$ cat src/rtl/twin_timer_pkg.sv
`timescale 1ns/1ps
package twin_timer_pkg;
  localparam int unsigned NUM_TMR = 2;
  // control word bit positions, timer i at LSB+i
  localparam int unsigned EN_LSB  = 10;
  localparam int unsigned SRC_LSB = 8;
  localparam int unsigned IE_LSB  = 1;

  typedef struct packed {
    logic en;
    logic src;
    logic ie;
  } tmr_cfg_t;
endpackage

$ cat src/rtl/twin_timer_regif.sv
`timescale 1ns/1ps
module twin_timer_regif
  import twin_timer_pkg::*;
#(
  parameter int unsigned DATA_W = 16,
  parameter int unsigned ADDR_W = 8,
  parameter logic [ADDR_W-1:0] CTRL_ADDR = 'h38,
  parameter logic [ADDR_W-1:0] CNT_BASE  = 'h3A
) (
  input  logic                            clk_i,
  input  logic                            rst_ni,
  input  logic                            sel_i,
  input  logic                            we_i,
  input  logic [ADDR_W-1:0]               addr_i,
  input  logic [DATA_W-1:0]               wdata_i,
  output logic [DATA_W-1:0]               rdata_o,
  input  logic [NUM_TMR-1:0][DATA_W-1:0]  cnt_i,
  output tmr_cfg_t [NUM_TMR-1:0]          cfg_o,
  output logic [NUM_TMR-1:0]              cnt_wr_o
);
  logic [NUM_TMR-1:0] en_q, src_q, ie_q;
  logic [DATA_W-1:0]  ctrl_word;
  logic               wr_ctrl;

  assign wr_ctrl = sel_i && we_i && (addr_i == CTRL_ADDR);

  always_ff @(posedge clk_i or negedge rst_ni) begin
    if (!rst_ni) begin
      en_q  <= '0;
      src_q <= '0;
      ie_q  <= '0;
    end else if (wr_ctrl) begin
      en_q  <= wdata_i[EN_LSB  +: NUM_TMR];
      src_q <= wdata_i[SRC_LSB +: NUM_TMR];
      ie_q  <= wdata_i[IE_LSB  +: NUM_TMR];
    end
  end

  always_comb begin
    ctrl_word = '0;
    ctrl_word[EN_LSB  +: NUM_TMR] = en_q;
    ctrl_word[SRC_LSB +: NUM_TMR] = src_q;
    ctrl_word[IE_LSB  +: NUM_TMR] = ie_q;
  end

  for (genvar i = 0; i < NUM_TMR; i++) begin : g_tmr
    localparam logic [ADDR_W-1:0] CntAddr = CNT_BASE + ADDR_W'(i);
    assign cnt_wr_o[i]  = sel_i && we_i && (addr_i == CntAddr);
    assign cfg_o[i].en  = en_q[i];
    assign cfg_o[i].src = src_q[i];
    assign cfg_o[i].ie  = ie_q[i];
  end

  always_comb begin
    rdata_o = '0;
    if (sel_i && !we_i) begin
      if (addr_i == CTRL_ADDR) rdata_o = ctrl_word;
      for (int i = 0; i < NUM_TMR; i++) begin
        if (addr_i == CNT_BASE + ADDR_W'(i)) rdata_o = cnt_i[i];
      end
    end
  end
endmodule

$ cat src/rtl/twin_timer_tick_sel.sv
`timescale 1ns/1ps
module twin_timer_tick_sel
  import twin_timer_pkg::*;
(
  input  logic                   half_tick_i,
  input  logic                   osc_tick_i,
  input  tmr_cfg_t [NUM_TMR-1:0] cfg_i,
  output logic [NUM_TMR-1:0]     step_o
);
  for (genvar i = 0; i < NUM_TMR; i++) begin : g_sel
    logic src_tick;
    assign src_tick  = cfg_i[i].src ? osc_tick_i : half_tick_i;
    assign step_o[i] = cfg_i[i].en && src_tick;
  end
endmodule

$ cat src/rtl/twin_timer_core.sv
`timescale 1ns/1ps
module twin_timer_core #(
  parameter int unsigned DATA_W = 16
) (
  input  logic              clk_i,
  input  logic              rst_ni,
  input  logic              step_i,
  input  logic              ld_i,
  input  logic [DATA_W-1:0] ld_val_i,
  input  logic              ie_i,
  output logic [DATA_W-1:0] cnt_o,
  output logic [DATA_W-1:0] per_o,
  output logic              irq_o
);
  logic [DATA_W-1:0] cnt_q, per_q;
  logic              irq_q;
  logic              expire;

  // count 1 or 0 on a tick: reload instead of wrapping
  assign expire = step_i && !ld_i && (cnt_q < DATA_W'(2));

  always_ff @(posedge clk_i or negedge rst_ni) begin
    if (!rst_ni) begin
      cnt_q <= '0;
      per_q <= '0;
      irq_q <= 1'b0;
    end else begin
      irq_q <= expire && ie_i;
      if (ld_i) begin
        cnt_q <= ld_val_i;
        per_q <= ld_val_i;
      end else if (expire) begin
        cnt_q <= per_q;
      end else if (step_i) begin
        cnt_q <= cnt_q - DATA_W'(1);
      end
    end
  end

  assign cnt_o = cnt_q;
  assign per_o = per_q;
  assign irq_o = irq_q;
endmodule

$ cat src/rtl/twin_timer.sv
`timescale 1ns/1ps
module twin_timer
  import twin_timer_pkg::*;
#(
  parameter int unsigned DATA_W = 16,
  parameter int unsigned ADDR_W = 8,
  parameter logic [ADDR_W-1:0] CTRL_ADDR = 'h38,
  parameter logic [ADDR_W-1:0] CNT_BASE  = 'h3A
) (
  input  logic               clk_i,
  input  logic               rst_ni,
  input  logic               sel_i,
  input  logic               we_i,
  input  logic [ADDR_W-1:0]  addr_i,
  input  logic [DATA_W-1:0]  wdata_i,
  output logic [DATA_W-1:0]  rdata_o,
  input  logic               half_tick_i,
  input  logic               osc_tick_i,
  output logic [NUM_TMR-1:0] irq_o
);
  tmr_cfg_t [NUM_TMR-1:0]         cfg;
  logic [NUM_TMR-1:0]             cnt_wr, step, cfg_en, cfg_ie;
  logic [NUM_TMR-1:0][DATA_W-1:0] cnt_val, per_val;

  twin_timer_regif #(
    .DATA_W(DATA_W), .ADDR_W(ADDR_W), .CTRL_ADDR(CTRL_ADDR), .CNT_BASE(CNT_BASE)
  ) u_regif (
    .clk_i(clk_i), .rst_ni(rst_ni), .sel_i(sel_i), .we_i(we_i),
    .addr_i(addr_i), .wdata_i(wdata_i), .rdata_o(rdata_o),
    .cnt_i(cnt_val), .cfg_o(cfg), .cnt_wr_o(cnt_wr)
  );

  twin_timer_tick_sel u_tick_sel (
    .half_tick_i(half_tick_i), .osc_tick_i(osc_tick_i),
    .cfg_i(cfg), .step_o(step)
  );

  for (genvar i = 0; i < NUM_TMR; i++) begin : g_core
    assign cfg_en[i] = cfg[i].en;
    assign cfg_ie[i] = cfg[i].ie;
    twin_timer_core #(.DATA_W(DATA_W)) u_core (
      .clk_i(clk_i), .rst_ni(rst_ni), .step_i(step[i]),
      .ld_i(cnt_wr[i]), .ld_val_i(wdata_i), .ie_i(cfg[i].ie),
      .cnt_o(cnt_val[i]), .per_o(per_val[i]), .irq_o(irq_o[i])
    );
  end
endmodule

$ cat config.mk
export PLATFORM = sky130hd
export DESIGN_NAME = twin_timer
export DESIGN_NICKNAME = d
export VERILOG_FILES = /design/src/rtl/twin_timer_pkg.sv /design/src/rtl/twin_timer_regif.sv /design/src/rtl/twin_timer_tick_sel.sv /design/src/rtl/twin_timer_core.sv /design/src/rtl/twin_timer.sv
export SDC_FILE = /design/constraint.sdc
export NUM_CORES = 1
export LEC_CHECK = 0
export BUFFER_PORTS_ARGS = -buffer_cell sky130_fd_sc_hd__buf_2
export CAP_MARGIN = 15
export CELL_PAD_IN_SITES_DETAIL_PLACEMENT = 1
export CELL_PAD_IN_SITES_GLOBAL_PLACEMENT = 1
export CORE_ASPECT_RATIO = 1.75
export CORE_MARGIN = 4
export CORE_UTILIZATION = 46
export CTS_BUF_LIST = sky130_fd_sc_hd__clkbuf_4
export DETAILED_ROUTE_END_ITERATION = 7
export GPL_ROUTABILITY_DRIVEN = 0
export MAX_ROUTING_LAYER = met4
export PLACE_DENSITY = 0.84
export SETUP_SLACK_MARGIN = 0.15
export SLEW_MARGIN = 20
export SYNTH_ARGS = -nofsm -noshare
export SYNTH_HDL_FRONTEND = slang
export SYNTH_SLANG_ARGS = --single-unit
$ cat constraint.sdc
create_clock -name clk_i -period 2.4 [get_ports clk_i]
set_input_delay 0.12 -clock clk_i [delete_from_list [all_inputs] [get_ports clk_i]]
set_output_delay 0.12 -clock clk_i [all_outputs]
set_load 0.01 [all_outputs]
==> impl_metrics.yaml <==
setup_path:
  cp-end-kind: "register"
  critical_path_arrival_ns: 2.64
  r2r_end: "g_core[0].u_core.cnt_o[13]$_DFFE_PN0P_"
  reg2reg_depth: 6
  reg2reg_from: "g_core[0].u_core.cnt_o[1]$_DFFE_PN0P_"
  cp-startpoint: "g_core[0].u_core.cnt_o[1]$_DFFE_PN0P_"
  r2r_slack_ns: 0.1
  critPathKind: "register to register"
  critPathRequiredTime_ns: 2.73
  cp_max_fo: 6
  start_kind: "register"
final_layout:
  diodes: 0
  syn2layout_area_growth_pct: 21.6
  multi_input_area_mm2: 0.00228
  nets: 605
  seqCellArea_mm2: 0.00180
  drive_gt1_frac: 0.211
  fillers: 1088
cts:
  cts_buffers: 9
  htreeDepth: 3
  clock_sinks: 72
  clock-root-buffer: "clkbuf_4"
  clkLatencyLatePin_ns: 0.44
  clk_path_buf_depth: 2
  tritoncts: "yes"
  cts.clk_slew.worst_paths_ns: 0.12
logic_synthesis:
  synth-edff-count: 0
  syn-cell-area_mm2: 0.00417
  yosys.cell_types.count: 56
  syn_inst: 497
  synth_nets: 529
  synthFlopType: "dfrtp_1"
  synth.avg_cell_area_um2: 8.39
  yosys_warnings: 0
  ys_ff_latch: 72
  yosysSeqAreaShare: 0.432
  ys_async_sr_fraction: 1.00
routing:
  ant_nets: 0
  via_per_inst: 6.17
  wirelength_um: 15100
  vias: 4287
  drc: 0
  dr.first_iter.drc_count: 231
  drt-wirelength-per-cell_um: 21.7
  firstDrtPassIters: 4
sta:
  max_freq_mhz: 434
  min_period_ns: 2.30
  setup_viol: 0
  slew_headroom: 0.377
  fin_hold_ws_ns: 0.370
  drv_slew: 0
  post-route-period-util: 0.960
  tns_ns: 0
  hold_viol_final: 0
  rsz0062_at_grt: "yes"
  tightest_slew_ns: 0.935
  skew_ns: 0.0104
power:
  vdd_ir_drop_max_uv: 619
  powerDensity_mw_per_mm2: 910
  p_seq_frac: 0.344
  clkPwrFrac: 0.191
  p_leak_nw: 2.46
  switching_share: 0.417
  internal-power_mw: 2.69
  p_sw_mw: 1.93
  p_comb_frac: 0.465
global_routing:
  grt_pass1_wl_um: 24400
  grt-ovfl-total: 0
  grt_use_total: 0.306
  antenna_found_initial: 0
  grt_pass1_vias: 4742
  grt_max_degree: 73
placed_design:
  port_buffers: 47
  dp_hpwl_um: 10900
floorplan:
  dieArea_mm2: 0.0107
  die_w_um: 80.0
  initial_core_util: 0.475
  fp-row-count: 45
  num_io_pins: 48
  dieHeight_um: 134
  coreArea_mm2: 0.00878
hold_path:
  hold_class: "input pin to async pin"
outcome:
  outcome: "finished clean"
job:
  maxCapViolCount: 0
## repair_timing
action / in CTS / in global routing
setup endpoints to repair: 14 / 22
hold buffers: 17 / 0
pin swaps: 0 / 4
cloned: 0 / 0
setup buffers: 2 / 0
resized for setup: 10 / 13
endpoints found under the hold margin: 120 / 0
## routing by layer
| metal | global-route usage | routed length, um | share of wire | vias up |
|---|---|---|---|---|
| met2 | 0.522 | 7930 | 0.53 | 152 |
| met4 | 0.194 | 1000 | 0.066 | 0 |
| li1 | - | - | - | 1928 |
| met5 | - | 0 | 0 | - |
| met3 | 0.0464 | 655 | 0.043 | 68 |
| met1 | 0.324 | 5500 | 0.36 | 2139 |
## power by group through the flow
stage / Clock, mW / Sequential [mW] / Combinational, mW
2_1_floorplan: 0 / 1.51 / 1.17
3_3_place_gp: 0 / 1.59 / 1.74
3_5_place_dp: 0 / 1.60 / 1.82
4_1_cts: 0.882 / 1.58 / 2.04
5_1_grt: 0.927 / 1.61 / 2.33
6_report: 0.883 / 1.59 / 2.15
## synthesized netlist by cell type (7+ instances only)
master	n	area [um2]
inv_1	9	33.8
nand2_1	105	394
nor3_1	15	75.1
nand3_1	13	65.1
a21oi_1	29	145
o21ai_0	29	145
a31oi_1	7	43.8
dfrtp_1	72	1800
nor4_1	9	56.3
and3_1	7	43.8
xnor2_1	7	61.3
clkbuf_1	21	78.8
nor2_1	45	169
o31ai_1	12	90.1
mux2i_1	21	210
o211ai_1	9	67.6
mux2_2	8	90.1
or3_1	9	56.3
## per-stage QoR
stage | cell area [um2] | util | power, mW | worst slack (ns) | instances
floorplan | 4170 | - | 2.68 | 0.212 | 497
global placement | 4650 | 0.529 | 3.33 | 0.151 | 660
detailed placement | 4650 | 0.529 | 3.42 | 0.00827 | 660
CTS | 5030 | 0.573 | 4.50 | 0.104 | 695
global route | 5070 | 0.578 | 4.86 | 0.0571 | 695
finish | 5070 | 0.578 | 4.62 | 0.0971 | 695
## layout make-up
cell class	count	share of cell area
Multi-Input combinational cell	385	0.449
Sequential cell	72	0.355
Timing Repair Buffer	96	0.130
Tap cell	117	0.0289
Clock buffer	11	0.0163
Clock inverter	5	0.0141
Inverter	9	0.00666
## critical path, stage by stage, from the launching register on
cell and delay [ns]:
dfrtp_1 0.47, nor4_1 0.54, buf_4 0.23, nand2_1 0.10, or4b_2 0.63, a21oi_2 0.15
o31ai_1 0.07
## cell families after synthesis
logic type                 after synthesis  synth area share
AOI/OAI and AO/OA                      113             0.172
xor gates and xnor gates                10            0.0210
adders and majority gates                2           0.00600
buffers and inverters                   40            0.0405
DFF                                     72             0.432
muxes                                   29            0.0720
and+or+nand+nor                        231             0.257
## registers in the layout (all words and copies together) (netlist names)
register / cells
u_regif.ie_q: 2
u_regif.en_q: 2
g_core.u_core.cnt_o: 32
u_regif.src_q: 2
g_core.u_core.irq_o: 2
g_core.u_core.per_o: 32
## layout by cell type (no fill, tap or decap), types with 3 or more instances in the layout
cell type / netlist / routed
nand2_1: 105 / 105
dfrtp_1: 72 / 72
buf_2: 3 / 46
nor2_1: 45 / 44
buf_4: 2 / 32
a21oi_1: 29 / 26
o21ai_0: 29 / 25
mux2i_1: 21 / 21
dlygate4sd3_1: 0 / 17
nand3_1: 13 / 13
nor3_1: 15 / 12
o31ai_1: 12 / 11
clkbuf_4: 0 / 11
inv_1: 9 / 9
nor4_1: 9 / 9
o211ai_1: 9 / 9
mux2_2: 8 / 8
or3_1: 9 / 8
and3_1: 7 / 7
a31oi_1: 7 / 7
xnor2_1: 7 / 7
a22oi_1: 6 / 6
nor3_2: 1 / 4
o21ai_1: 1 / 4
and2_1: 3 / 3
nand4_1: 3 / 3
xor2_1: 3 / 3
a21oi_2: 0 / 3
clkinv_1: 0 / 3
## how the worst max path moves through the flow
stage / to / slack [ns] / depth (start not counted)
3_5_place_dp: g_core[0].u_core.cnt_o[15]$_DFFE_PN0P_ / 0.008 / 6
6_report: g_core[0].u_core.cnt_o[13]$_DFFE_PN0P_ / 0.1 / 6
2_1_floorplan: g_core[0].u_core.cnt_o[10]$_DFFE_PN0P_ / 0.21 / 7
4_1_cts: g_core[0].u_core.cnt_o[11]$_DFFE_PN0P_ / 0.10 / 6
5_1_grt: g_core[0].u_core.cnt_o[11]$_DFFE_PN0P_ / 0.06 / 6
3_3_place_gp: g_core[0].u_core.cnt_o[15]$_DFFE_PN0P_ / 0.15 / 6
(Power assumes the default switching activity.)
